==> src/rtl/crc4_mfa_pkg.sv <==
package crc4_mfa_pkg;

  typedef enum logic [1:0] {
    MFA_SEARCH   = 2'd0,
    MFA_CONFIRM  = 2'd1,
    MFA_SYNC     = 2'd2,
    MFA_FALLBACK = 2'd3
  } mfa_state_e;

  // Compare the low len bits of a window with a pattern.
  function automatic logic seq_match(input logic [31:0] win,
                                     input logic [31:0] pat,
                                     input int unsigned len);
    logic [31:0] mask;
    mask = (32'd1 << len) - 32'd1;
    return ((win ^ pat) & mask) == 32'd0;
  endfunction

  // Timer-driven RAI level: low in sync, after expiry low only when interworking.
  function automatic logic rai_auto_level(input logic in_sync,
                                          input logic expired,
                                          input logic iw_en,
                                          input logic flick);
    if (in_sync) return 1'b0;
    if (expired) return !iw_en;
    return flick;
  endfunction

endpackage

==> src/rtl/crc4_mfa_search.sv <==
module crc4_mfa_search
  import crc4_mfa_pkg::*;
#(
  parameter int unsigned SEQ_LEN      = 6,
  parameter logic [31:0] SEQ_PAT      = 32'b001011,
  parameter int unsigned WORDS_PER_MF = 8
) (
  input  logic       clk,
  input  logic       rst_n,
  input  logic       basic_ok,
  input  logic       nfas_vld,
  input  logic       nfas_bit,
  input  logic       iw_en,
  input  logic       expired,
  output mfa_state_e state,
  output logic       seq_hit,
  output logic       confirm_due
);
  localparam int unsigned GW = (WORDS_PER_MF > 1) ? $clog2(WORDS_PER_MF) : 1;

  logic [SEQ_LEN-2:0] hist;
  logic [SEQ_LEN-1:0] window;
  logic [GW-1:0]      gap;

  assign window      = {hist, nfas_bit};
  assign seq_hit     = nfas_vld && seq_match(32'(window), SEQ_PAT, SEQ_LEN);
  assign confirm_due = nfas_vld && (state == MFA_CONFIRM) && (gap == GW'(WORDS_PER_MF - 1));

  always_ff @(posedge clk or negedge rst_n) begin
    if (!rst_n) begin
      state <= MFA_SEARCH;
      hist  <= '0;
      gap   <= '0;
    end else if (!basic_ok) begin
      state <= MFA_SEARCH;
      hist  <= '0;
      gap   <= '0;
    end else begin
      if (nfas_vld) hist <= window[SEQ_LEN-2:0];
      unique case (state)
        MFA_SEARCH: begin
          if (expired && iw_en) state <= MFA_FALLBACK;
          else if (seq_hit) begin
            state <= MFA_CONFIRM;
            gap   <= '0;
          end
        end
        MFA_CONFIRM: begin
          if (expired && iw_en) state <= MFA_FALLBACK;
          else if (confirm_due) state <= seq_hit ? MFA_SYNC : MFA_SEARCH;
          else if (nfas_vld) gap <= gap + GW'(1);
        end
        default: ;
      endcase
    end
  end
endmodule

==> src/rtl/crc4_mfa_iwtimer.sv <==
module crc4_mfa_iwtimer #(
  parameter int unsigned FRAMES_PER_RF = 64,
  parameter int unsigned RF_LIMIT      = 50
) (
  input  logic clk,
  input  logic rst_n,
  input  logic basic_ok,
  input  logic active,
  input  logic frame_tick,
  output logic expired,
  output logic flick,
  output logic rf_edge
);
  localparam int unsigned FCW = (FRAMES_PER_RF > 1) ? $clog2(FRAMES_PER_RF) : 1;
  localparam int unsigned RCW = (RF_LIMIT > 1) ? $clog2(RF_LIMIT) : 1;

  logic [FCW-1:0] fcnt;
  logic [RCW-1:0] rcnt;
  logic           last_rf;

  assign rf_edge = active && !expired && frame_tick && (fcnt == FCW'(FRAMES_PER_RF - 1));
  assign last_rf = (rcnt == RCW'(RF_LIMIT - 1));

  always_ff @(posedge clk or negedge rst_n) begin
    if (!rst_n) begin
      fcnt    <= '0;
      rcnt    <= '0;
      expired <= 1'b0;
      flick   <= 1'b0;
    end else if (!basic_ok) begin
      fcnt    <= '0;
      rcnt    <= '0;
      expired <= 1'b0;
      flick   <= 1'b0;
    end else if (!active) begin
      flick <= 1'b0;
    end else if (frame_tick && !expired) begin
      flick <= rf_edge && !last_rf;
      if (rf_edge) begin
        fcnt <= '0;
        if (last_rf) expired <= 1'b1;
        else rcnt <= rcnt + RCW'(1);
      end else begin
        fcnt <= fcnt + FCW'(1);
      end
    end
  end
endmodule

==> src/rtl/crc4_mfa_top.sv <==
module crc4_mfa_top
  import crc4_mfa_pkg::*;
#(
  parameter int unsigned SEQ_LEN       = 6,
  parameter logic [31:0] SEQ_PAT       = 32'b001011,
  parameter int unsigned WORDS_PER_MF  = 8,
  parameter int unsigned FRAMES_PER_RF = 64,
  parameter int unsigned RF_LIMIT      = 50
) (
  input  logic clk,
  input  logic rst_n,
  input  logic frame_tick,
  input  logic basic_ok,
  input  logic nfas_vld,
  input  logic nfas_bit,
  input  logic iw_en,
  input  logic auto_rai,
  input  logic force_rai,
  input  logic ebit_ctl,
  input  logic ebit_rpt,
  output logic crc_sync_n,
  output logic crc_noncrc,
  output logic tx_rai,
  output logic tx_ebit
);
  mfa_state_e state;
  logic       seq_hit;
  logic       confirm_due;
  logic       active;
  logic       expired;
  logic       flick;
  logic       rf_edge;
  logic       in_sync;
  logic       auto_lvl;

  crc4_mfa_search #(
    .SEQ_LEN     (SEQ_LEN),
    .SEQ_PAT     (SEQ_PAT),
    .WORDS_PER_MF(WORDS_PER_MF)
  ) search_i (
    .clk        (clk),
    .rst_n      (rst_n),
    .basic_ok   (basic_ok),
    .nfas_vld   (nfas_vld),
    .nfas_bit   (nfas_bit),
    .iw_en      (iw_en),
    .expired    (expired),
    .state      (state),
    .seq_hit    (seq_hit),
    .confirm_due(confirm_due)
  );

  crc4_mfa_iwtimer #(
    .FRAMES_PER_RF(FRAMES_PER_RF),
    .RF_LIMIT     (RF_LIMIT)
  ) timer_i (
    .clk       (clk),
    .rst_n     (rst_n),
    .basic_ok  (basic_ok),
    .active    (active),
    .frame_tick(frame_tick),
    .expired   (expired),
    .flick     (flick),
    .rf_edge   (rf_edge)
  );

  assign active     = (state == MFA_SEARCH) || (state == MFA_CONFIRM);
  assign in_sync    = (state == MFA_SYNC);
  assign crc_sync_n = !in_sync;
  assign crc_noncrc = (state == MFA_FALLBACK);
  assign auto_lvl   = rai_auto_level(in_sync, expired, iw_en, flick);
  assign tx_rai     = auto_rai ? auto_lvl : force_rai;
  assign tx_ebit    = in_sync ? ebit_rpt : ebit_ctl;
endmodule

==> config.mk <==
export PLATFORM = sky130hd
export DESIGN_NAME = crc4_mfa_top
export DESIGN_NICKNAME = d
export VERILOG_FILES = /design/src/rtl/crc4_mfa_pkg.sv /design/src/rtl/crc4_mfa_search.sv /design/src/rtl/crc4_mfa_iwtimer.sv /design/src/rtl/crc4_mfa_top.sv
export SDC_FILE = /design/constraint.sdc
export NUM_CORES = 1
export LEC_CHECK = 0
export ABC_CLOCK_PERIOD_IN_PS = 1990
export BUFFER_PORTS_ARGS = -buffer_cell sky130_fd_sc_hd__buf_4
export CORE_MARGIN = 4
export CORE_UTILIZATION = 56
export CTS_CLUSTER_SIZE = 25
export DETAILED_ROUTE_END_ITERATION = 7
export GPL_TIMING_DRIVEN = 0
export PLACE_DENSITY_LB_ADDON = 0.2
export SKIP_LAST_GASP = 1
export SYNTH_ARGS = -nofsm -noshare
export SYNTH_HDL_FRONTEND = slang
export SYNTH_SLANG_ARGS = --single-unit
==> constraint.sdc <==
create_clock -name clk -period 1.99 [get_ports clk]
set_input_delay 0.2985 -clock clk [delete_from_list [all_inputs] [get_ports clk]]
set_output_delay 0.2985 -clock clk [all_outputs]
set_load 0.02 [all_outputs]
# [Word-level counts from Yosys, hierarchy flattened]
# Index checks and enable logic that the tools add are counted.
[totals] reg_bits=24 latch_bits=0 ram_bits=0 mem_bits_ro=0 inputBits=11 out_inout_bits=4 word_cells=95 memories=0
[op_classes] n_addsub=3 n_mul=0 div_mod_pow=0 order_cmp=0 eq_ne=21 shift=0 muxes=42 bitwise_logic=1 n_reduce_logical=21
[ops] op="$mux 6" count=9
[ops] op="$logic_not 32->1" count=1
[ops] op="$mux 3" count=6
[ops] op="$mux 1" count=17
[ops] op="$ne 3x3->1 const B" count=5
[ops] op="$add 6x1->6 const B" count=2
[ops] op="$eq 6x6->1 const B" count=2
[ops] op="$mux 2" count=6
[ops] op="$mux 5" count=2
[ops] op="$ne 2x1->1 const B" count=5
[ops] op="$logic_and 1x1->1" count=9
[ops] op="$reduce_and 4->1" count=2
[ops] op="$pmux 3 s2" count=1
[ops] op="$reduce_and 6->1" count=1
[ops] op="$eq 2x2->1 const B" count=2
[ops] op="$logic_not 1->1" count=4
[ops] op="$ne 4x2->1 const B" count=1
[ops] op="$ne 4x3->1 const B" count=1
[ops] op="$pmux 2 s2" count=1
[ops] op="$add 3x1->3 const B" count=1
[ops] op="$eq 3x3->1 const B" count=1
[ops] op="$ne 3x1->1 const B" count=1
[ops] op="$ne 3x2->1 const B" count=1
[ops] op="$not 3->3" count=1
[ops] op="other kinds (6)" count=6

# [Logic depth before layout (Yosys ltp)]
# Gate-level depths: netlist of run 1.
[depth] ltp_word=9 depth_mapped=6 ltp_nobuf=6

# [By module]
# A second synthesis of run 1 with hierarchy kept.
[hier_totals] hier_cells=134 hier_area_um2=1381.3
[by_module_without_submodules] mod="crc4_mfa_iwtimer" n_inst=1 cells_per_inst=80 area_per_inst_um2=789.5 seq_area_each_um2=350.3
[by_module_without_submodules] mod="crc4_mfa_search" n_inst=1 cells_per_inst=46 area_per_inst_um2=524.3 seq_area_each_um2=250.2
[by_module_without_submodules] mod="crc4_mfa_top" n_inst=1 cells_per_inst=8 area_per_inst_um2=67.6 seq_area_each_um2=0.0

# [Worst setup path after synthesis of run 1]
# OpenSTA, ideal clock, no wires.
[synth_timing] path_kind="register to register" from="reg timer_i.fcnt[0]" to="reg timer_i.rcnt[5]" setup_time_ns=0.080 arrival_time_ns=1.523 t_required_ns=1.910 setup_slack_ns=0.387 path_stages_with_launch=6 n_path_buf=0 synth_period_minus_slack_ns=1.603 path_cell_list="dfrtp_1 > ha_1 > and4_1 > nand3_2 > or4_1 > a21oi_1"
[synth_between] elab_chain_len=4
[synth_rtl] item="start, declared" line="crc4_mfa_iwtimer.sv:17" rtl="logic [FCW-1:0] fcnt;"
[synth_rtl] item="start signal, assigned" line="crc4_mfa_iwtimer.sv:44" rtl="fcnt <= fcnt + FCW'(1);"
[synth_rtl] item="$eq 6x6->1" line="crc4_mfa_iwtimer.sv:21" rtl="assign rf_edge = active && !expired && frame_tick && (fcnt == FCW'(FRAMES_PER_RF - 1));"
[synth_rtl] item="$logic_and 1x1->1" line="crc4_mfa_iwtimer.sv:21"
[synth_rtl] item="$ne 2x1->1 (no line)"
[synth_rtl] item="$reduce_and 4->1 (no line)"
[synth_rtl] item="end signal, assigned" line="crc4_mfa_iwtimer.sv:42" rtl="else rcnt <= rcnt + RCW'(1);"
[synth_rtl] item="end, declared" line="crc4_mfa_iwtimer.sv:18" rtl="logic [RCW-1:0] rcnt;"
# No other way between the ends.
# A chain may end at the register's enable or synchronous reset.

# [Worst setup path after layout of run 1]
# Ends and elaborated chain as after synthesis.

==> impl_metrics.yaml, run 1 <==
placed_design:
  place_ws_ps: 196
  placedCellCount: 170
  portBuffers: 12
  dp_hpwl_um: 1790
  postPlaceCellArea_um2: 1410
  gp_congestion: 0.891
worst_setup_path:
  crit_family: "simple AND/OR/NAND/NOR gates"
  cp_max_fo: 6
  slowest_stage: "or4_1"
  cp-end-kind: "register"
  cp_slowest_stage_delay_ps: 490
  reg2reg_from: "timer_i.fcnt[0]"
  critPathBufInv: 0
  start_kind: "register"
  r2r_setup_slack_ps: 200
  cp.required_ps: 2230
  r2r_cells: 5
  cp_cell_sequence: "ha_1, and4_1, nand3_2, or4_1, a21oi_1"
  crit_type: "reg -> reg"
  arrival_ps: 2040
  r2r-end: "timer_i.rcnt[5]"
outcome:
  outcome: "completed"
timing:
  timing.fmax_mhz: 557
  whs_ps: 228
  tns_ps: 0
  finalMaxSlewViolations: 0
  setup_slack_ps: 195
  max-slew-margin-rel_pct: 56.7
  worst_pin_slew_ps: 640
  setup_viol: 0
  rsz0062_at_grt: "no"
  hold_viol_final: 0
  skew_ps: 4.02
  min_period_over_period_pct: 90.2
  finalCriticalPeriod_ps: 1790
floorplan:
  dieArea_um2: 3130
  initial_core_util_pct: 58.8
  rows: 17
  core_um2: 2190
  die_y_um: 56.0
  dieWidth_um: 56.0
  pin_count: 15
min_path:
  hp-start: "iw_en"
  holdPathEnd: "search_i.state[0]"
  hold-path-cell-count: 3
  hp-class: "in -> reg"
detailed_routing:
  drt-vias-per-instance: 6.08
  wire_per_inst_um: 13.8
  routed_wl_um: 2420
  dr.pass1.iters: 4
  drc_errors: 0
  ant_nets: 0
  first_iter_violations: 20
  route.vias.total: 1064
finish:
  final_core_util_pct: 66.9
  drive_gt1_share_pct: 18.4
  num_antenna_cells: 0
  synthToLayoutAreaGrowth_pct: 13.8
  nets: 164
  stdcell_count: 175
  finalInstanceArea_um2: 1470
yosys:
  postSynth.asyncResetShare_pct: 100
  synth-xor-area-share_pct: 1.36
  synthCells: 130
  ys.flop_type: "dfrtp_1"
  ys_seq_area_share_pct: 46.6
  yosys_register_bits: 24
  syn_avg_cell_area_um2: 9.91
  synthAdderAreaFrac_pct: 4.85
  synth_edf_count: 0
  yosys_warnings: 0
  yosysUniqueCellTypes: 43
  synth_compound_area_share_pct: 13.7
  synth_mux_area_share_pct: 7.09
  synth_nets: 146
  yosys.area_share.simple_pct: 22.6
  synth_top_family_by_area: "simple AND/OR/NAND/NOR gates"
  synth_area_um2: 1290
grt:
  overflow: 0
  first_global_vias: 1087
  grt_usage_pct: 17.4
  antenna_found_initial: 0
  grt_first_pass_wirelength_um: 4470
  grt_max_degree: 25
clock_tree:
  numCtsBuffers: 3
  cts_tree: "yes"
  h-tree-depth: 1
  clockRootBuffer: "clkbuf_4"
  clk_pin_slew_ps: 130
  cts.sinks: 24
  clk_latency_ps: 320
  clk_path_buf_depth: 2
pwr:
  vdd_drop_max_mv: 0.426
  powerDensity_nw_per_um2: 562
  total_leakage_power_nw: 0.668
  p_total_uw: 823
run:
  drv_cap: 0
[state kept, by name (all words and copies together) (netlist names)]
register	flops
search_i.gap	3
search_i.hist	5
search_i.state	2
timer_i.expired	1
timer_i.fcnt	6
timer_i.flick	1
timer_i.rcnt	6
[worst min-delay path, delay by kind of cell]
kind	cells	cell delay, ps
AOI/OAI and AO/OA	1	50
buffers and inverters	1	120
and+or+nand+nor	1	50
[cell usage in the layout (no fill, tap or decap), types with 2 or more instances in the layout]
| cell | Yosys | routed |
|---|---|---|
| o21ai_0 | 3 | 3 |
| or3_1 | 2 | 2 |
| and2_1 | 2 | 2 |
| dfrtp_1 | 24 | 24 |
| nand3_1 | 3 | 3 |
| a21oi_1 | 11 | 11 |
| nor3_1 | 2 | 2 |
| clkbuf_4 | 0 | 3 |
| ha_1 | 5 | 5 |
| inv_1 | 7 | 7 |
| mux2i_1 | 8 | 8 |
| a32o_1 | 2 | 2 |
| o21a_1 | 2 | 2 |
| nand2_1 | 13 | 13 |
| nand4_1 | 5 | 5 |
| buf_4 | 2 | 14 |
| nor2_1 | 11 | 11 |
| a211oi_1 | 2 | 2 |
[kinds of logic (layout without fill, tap and decap cells)]
| family | count (synthesis) | in the layout |
|---|---|---|
| AND/OR/NAND/NOR | 52 | 52 |
| buffers and inverters | 11 | 28 |
| flip-flops | 24 | 24 |
| XOR/XNOR | 2 | 2 |
| AO/OA/AOI/OAI | 27 | 27 |
| multiplexers | 9 | 9 |
| adder cells (fa/ha/maj) | 5 | 5 |
[power breakdown]
group / total, mW / switching, mW / internal [mW]
Clock: 0.256 / 0.144 / 0.112
Sequential: 0.498 / 0.00492 / 0.493
Combinational: 0.0699 / 0.0389 / 0.0310
[Yosys cell counts, types with 2 or more instances]
cell | n | area (µm²)
dfrtp_1 | 24 | 601
nand2_1 | 13 | 48.8
a21oi_1 | 11 | 55.1
nor2_1 | 11 | 41.3
mux2i_1 | 8 | 80.1
inv_1 | 7 | 26.3
ha_1 | 5 | 62.6
nand4_1 | 5 | 31.3
nand3_1 | 3 | 15.0
o21ai_0 | 3 | 15.0
a211oi_1 | 2 | 15.0
a32o_1 | 2 | 20.0
and2_1 | 2 | 12.5
buf_4 | 2 | 15.0
nor3_1 | 2 | 10.0
o21a_1 | 2 | 15.0
or3_1 | 2 | 12.5
[worst max-delay path by stage]
stage	depth (start not counted)	startpoint	end
3_3_place_gp	6	timer_i.rcnt[1]	timer_i.rcnt[1]
2_1_floorplan	5	timer_i.fcnt[0]	timer_i.rcnt[5]
3_5_place_dp	6	timer_i.rcnt[1]	timer_i.rcnt[1]
4_1_cts	6	timer_i.rcnt[1]	timer_i.rcnt[1]
5_1_grt	5	search_i.gap[0]	search_i.gap[0]
6_report	5	timer_i.fcnt[0]	timer_i.rcnt[5]
[repair_timing]
item                                   in CTS  in global routing
gates resized for setup                     0                  1
setup buffers                               0                  0
endpoints found under the hold margin      24                  0
hold buffers                                1                  0
setup endpoints to repair                   0                  2
[metal layers]
| layer | part of all wire, % | routed length (µm) | global-route usage, % | up-vias |
|---|---|---|---|---|
| met3 | 5.5 | 134 | 3.94 | 8 |
| met5 | 0 | 0 | 0 | - |
| met2 | 49 | 1180 | 29.0 | 36 |
| met1 | 44 | 1060 | 21.2 | 507 |
| li1 | - | - | - | 513 |
| met4 | 1.7 | 40 | 7.80 | 0 |
[final cells by class]
| class | count | area (µm²) |
|---|---|---|
| timing repair buffer | 13 | 100 |
| sequential | 24 | 601 |
| buffer | 3 | 18.8 |
| fill | 187 | 724 |
| inverter | 8 | 30.0 |
| multi-input combinational | 95 | 646 |
| tap | 28 | 35.0 |
| clock buffer | 4 | 36.3 |
Note: power is estimated with default switching activity, not from simulation.
==> inputs of run 2 (changes only) <==
REMOVE_ABC_BUFFERS = 1   (was default)
==> impl_metrics.yaml, run 2 (synthesis results as in run 1) <==
worst_setup_path:
  slowest_stage: "or4_1"
  cp.required_ps: 2230
  r2r_cells: 5
  crit_type: "reg -> reg"
  cp_max_fo: 6
  cp_slowest_stage_delay_ps: 490
  cp_cell_sequence: "ha_1, and4_1, nand3_2, or4_1, a21oi_1"
  arrival_ps: 2060
  cp-end-kind: "register"
  start_kind: "register"
finish:
  final_cell_mix: "24 x dfrtp_1, 14 x buf_4, 13 x nand2_1, 11 x a21oi_1, 11 x nor2_1"
  synthToLayoutAreaGrowth_pct: 15.1
  drive_gt1_share_pct: 19.2
  num_antenna_cells: 0
  multi_input_area_um2: 651
  nets: 163
  seqCellArea_um2: 601
  final_common_cell: "dfrtp_1"
  n_fill_cell: 178
  biggestRegsByFlops: "timer_i.fcnt: 6 flops, timer_i.rcnt: 6 flops, search_i.hist: 5 flops"
clock_tree:
  clk_pin_slew_ps: 140
  cts.sinks: 24
  clockRootBuffer: "clkbuf_4"
  h-tree-depth: 1
  post_cts_buffers: 0
  cts_tree: "yes"
  clk_latency_ps: 310
  numCtsBuffers: 3
  clk_path_buf_depth: 2
grt:
  grt_first_pass_wirelength_um: 4520
  grt_usage_pct: 17.7
  antenna_found_initial: 0
  grt_max_degree: 25
  overflow: 0
  first_global_vias: 1027
floorplan:
  initial_core_util_pct: 58.8
  die_y_um: 56.0
  dieWidth_um: 56.0
  dieArea_um2: 3130
  core_um2: 2190
  rows: 17
  pin_count: 15
placed_design:
  dp_hpwl_um: 1770
  gp_congestion: 0.868
  place_ws_ps: 141
  portBuffers: 14
detailed_routing:
  ant_nets: 0
  drt-vias-per-instance: 5.83
  first_iter_violations: 38
  drc_errors: 0
  dr.pass1.iters: 4
  wire_per_inst_um: 14.7
  route.vias.total: 1015
  routed_wl_um: 2560
run:
  drv_cap: 0
pwr:
  vdd_drop_max_mv: 0.518
  net-switching-power_uw: 196
  powerDensity_nw_per_um2: 622
  p_sw_share_pct: 21.3
  p_clk_share_pct: 38.5
  total_leakage_power_nw: 0.676
  p_comb_share_pct: 7.6
  pwr-share-seq_pct: 53.9
  p_int_uw: 727
timing:
  finalMaxSlewViolations: 0
  skew_ps: 1.05
  min_period_over_period_pct: 91.4
  max-slew-margin-rel_pct: 62.3
  hold_viol_final: 0
  finalCriticalPeriod_ps: 1820
  rsz0062_at_grt: "no"
  timing.fmax_mhz: 550
  setup_slack_ps: 172
  worst_pin_slew_ps: 557
  setup_viol: 0
  tns_ps: 0
min_path:
  hold-path-cell-count: 3
  hp-class: "in -> reg"
outcome:
  outcome: "completed"
## run 2: cell types whose count changed in the layout (fill, tap and decap cells not counted)
cell | before | now
clkbuf_8 | 1 | 0
bufinv_16 | 0 | 1
nor3b_1 | 1 | 0
nor3b_2 | 0 | 1
clkbuf_1 | 1 | 0
## run 2: final timing paths
kind | startpoint | to | slack (ps)
min in group asynchronous | rst_n | timer_i.rcnt[2] | 390
min | nfas_bit | search_i.hist[0] | 230
max reg2reg | timer_i.fcnt[0] | timer_i.rcnt[5] | 170
max in group asynchronous | rst_n | timer_i.fcnt[5] | 1360
min reg2reg | search_i.gap[1] | search_i.gap[1] | 520
max | timer_i.fcnt[0] | timer_i.rcnt[5] | 170
## run 2: stage by stage
step | hold WS [ps] | total power [mW] | utilization [%] | instances | area, µm²
CTS | 221 | 0.931 | 67.2 | 174 | 1470
global placement | 211 | 0.574 | 64.4 | 169 | 1410
finish | 230 | 0.923 | 67.7 | 174 | 1480
global route | 233 | 0.961 | 67.7 | 174 | 1480
detailed placement | 214 | 0.576 | 64.4 | 169 | 1410
floorplan | 2.91 | 0.535 | - | 127 | 1270
## run 2: power by group through the flow
stage | sequential, mW | combinational (mW) | clock, mW
after floorplan | 0.506 | 0.0290 | 0
after global placement | 0.506 | 0.0672 | 0
after detailed placement | 0.507 | 0.0689 | 0
after CTS | 0.498 | 0.0706 | 0.363
after global routing | 0.499 | 0.0778 | 0.385
final | 0.498 | 0.0702 | 0.356
## run 2: worst max-delay path, delay by kind of cell (launching register included)
family	cells	cell delay (ps)
simple gates	3	940
fa+ha+maj	1	230
compound gates	1	150
flops	1	420
## run 2: metal layers
metal  up-vias  wire [µm]  global-route usage, %
li1        504          -                      -
met1       505       1200                   23.3
met2         4       1310                   29.9
met3         2         30                   2.32
met4         0         14                   6.10
met5         -          0                      0
## run 2: final cells by class
class,count,area share (%)
tap,28,2.36
clock inverter,1,2.02
multi-input combinational,95,43.8
clock buffer,3,1.52
inverter,8,2.02
sequential,24,40.5
timing repair buffer,15,7.76
## run 2: repair_timing
item,4_1_cts,5_1_grt
resized for setup,0,2
hold buffers,1,0
endpoints found under the hold margin,24,0
setup endpoints to repair,0,6
==> inputs of run 3 (changes only) <==
CELL_PAD_IN_SITES_DETAIL_PLACEMENT = 0   (was default)
CELL_PAD_IN_SITES_GLOBAL_PLACEMENT = 2   (was default)
CORE_UTILIZATION = 36   (was 56)
==> impl_metrics.yaml, run 3 (synthesis results as in run 1) <==
pwr:
  powerDensity_nw_per_um2: 529
  p_total_uw: 779
  total_leakage_power_nw: 0.659
  vdd_drop_max_mv: 0.205
clock_tree:
  clk_latency_ps: 310
  cts_tree: "yes"
  clk_path_buf_depth: 2
  numCtsBuffers: 3
  clockRootBuffer: "clkbuf_4"
  clk_pin_slew_ps: 130
  cts.sinks: 24
  h-tree-depth: 1
detailed_routing:
  drc_errors: 0
  dr.pass1.iters: 5
  routed_wl_um: 2570
  ant_nets: 0
  route.vias.total: 992
  drt-vias-per-instance: 5.19
  first_iter_violations: 33
  wire_per_inst_um: 13.5
timing:
  skew_ps: 1.40
  rsz0062_at_grt: "no"
  tns_ps: 0
  setup_slack_ps: 204
  setup_viol: 0
  worst_pin_slew_ps: 571
  finalCriticalPeriod_ps: 1790
  finalMaxSlewViolations: 0
  hold_viol_final: 0
  whs_ps: 240
  timing.fmax_mhz: 560
  min_period_over_period_pct: 89.7
  max-slew-margin-rel_pct: 61.4
placed_design:
  portBuffers: 14
  gp_congestion: 0.823
  dp_hpwl_um: 1810
  place_ws_ps: 98.9
worst_setup_path:
  cp.required_ps: 2210
  cp_max_fo: 4
  crit_type: "reg -> reg"
  arrival_ps: 2000
  start_kind: "register"
  cp-end-kind: "register"
finish:
  multi_input_area_um2: 646
  drive_gt1_share_pct: 17.9
  synthToLayoutAreaGrowth_pct: 14.2
  biggestRegsByFlops: "timer_i.fcnt: 6 flops, timer_i.rcnt: 6 flops, search_i.hist: 5 flops"
  final_cell_mix: "24 x dfrtp_1, 14 x buf_4, 13 x nand2_1, 11 x a21oi_1, 11 x nor2_1"
  final_common_cell: "dfrtp_1"
  nets: 163
  n_fill_cell: 331
  seqCellArea_um2: 601
  num_antenna_cells: 0
floorplan:
  dieArea_um2: 4600
  initial_core_util_pct: 38.0
  die_y_um: 67.8
  pin_count: 15
  dieWidth_um: 67.8
  core_um2: 3390
  rows: 21
min_path:
  hp-class: "in -> reg"
grt:
  grt_usage_pct: 13.8
  antenna_found_initial: 0
  grt_max_degree: 25
  first_global_vias: 1054
  overflow: 0
  grt_first_pass_wirelength_um: 4810
run:
  drv_cap: 0
outcome:
  outcome: "completed"
run 3: repair_timing:
item                                    in CTS  in global routing
endpoints found under the setup margin       0                  3
hold endpoints to repair                    24                  0
hold buffers                                 1                  0
gates resized for setup                      0                  1
buffers inserted                             0                  0
run 3: area by class of cell:
cell class | instances | share of cell area (%)
flip-flops and latches | 24 | 40.8
repair buffers | 15 | 7.82
well taps | 46 | 3.91
inverters | 8 | 2.04
clock buffers | 3 | 1.53
multi-input cells | 95 | 43.9
run 3: power by group:
part           internal [mW]  total, mW  switching, mW  leakage [nW]
Clock                 0.0708      0.212          0.141        0.0138
Sequential             0.493      0.497        0.00450         0.333
Combinational         0.0305     0.0698         0.0393         0.312
Total                  0.594      0.779          0.185         0.659
run 3: path summary, 6_finish.rpt:
path | start | to | slack [ps] | depth (start not counted)
setup / recovery | search_i.gap[0] | search_i.gap[0] | 200 | 5
hold / removal | iw_en | search_i.state[0] | 240 | 3
setup reg to reg | search_i.gap[0] | search_i.gap[0] | 200 | 5
hold reg to reg | search_i.gap[1] | search_i.gap[1] | 510 | 1
max in group asynchronous | rst_n | search_i.state[1] | 1340 | 2
min in group asynchronous | rst_n | timer_i.fcnt[3] | 410 | 2
run 3: critical path, cell delays in order (launching register included):
cell,delay (ps)
dfrtp_1,420
ha_1,210
ha_1,200
nor3b_1,430
a311oi_1,160
a22o_1,270
run 3: stage by stage:
step / util, % / std cells / cell area (µm²)
floorplan: - / 127 / 1270
global placement: 42.3 / 187 / 1430
detailed placement: 42.3 / 187 / 1430
CTS: 43.2 / 191 / 1470
global route: 43.4 / 191 / 1470
finish: 43.4 / 191 / 1470
run 3: metal layers:
layer  vias up  wire [µm]  track usage [%]
met3         4         92             2.30
met4         0         29             5.21
li1        502          -                -
met5         -          0                0
met1       467       1280             18.1
met2        19       1170             22.7
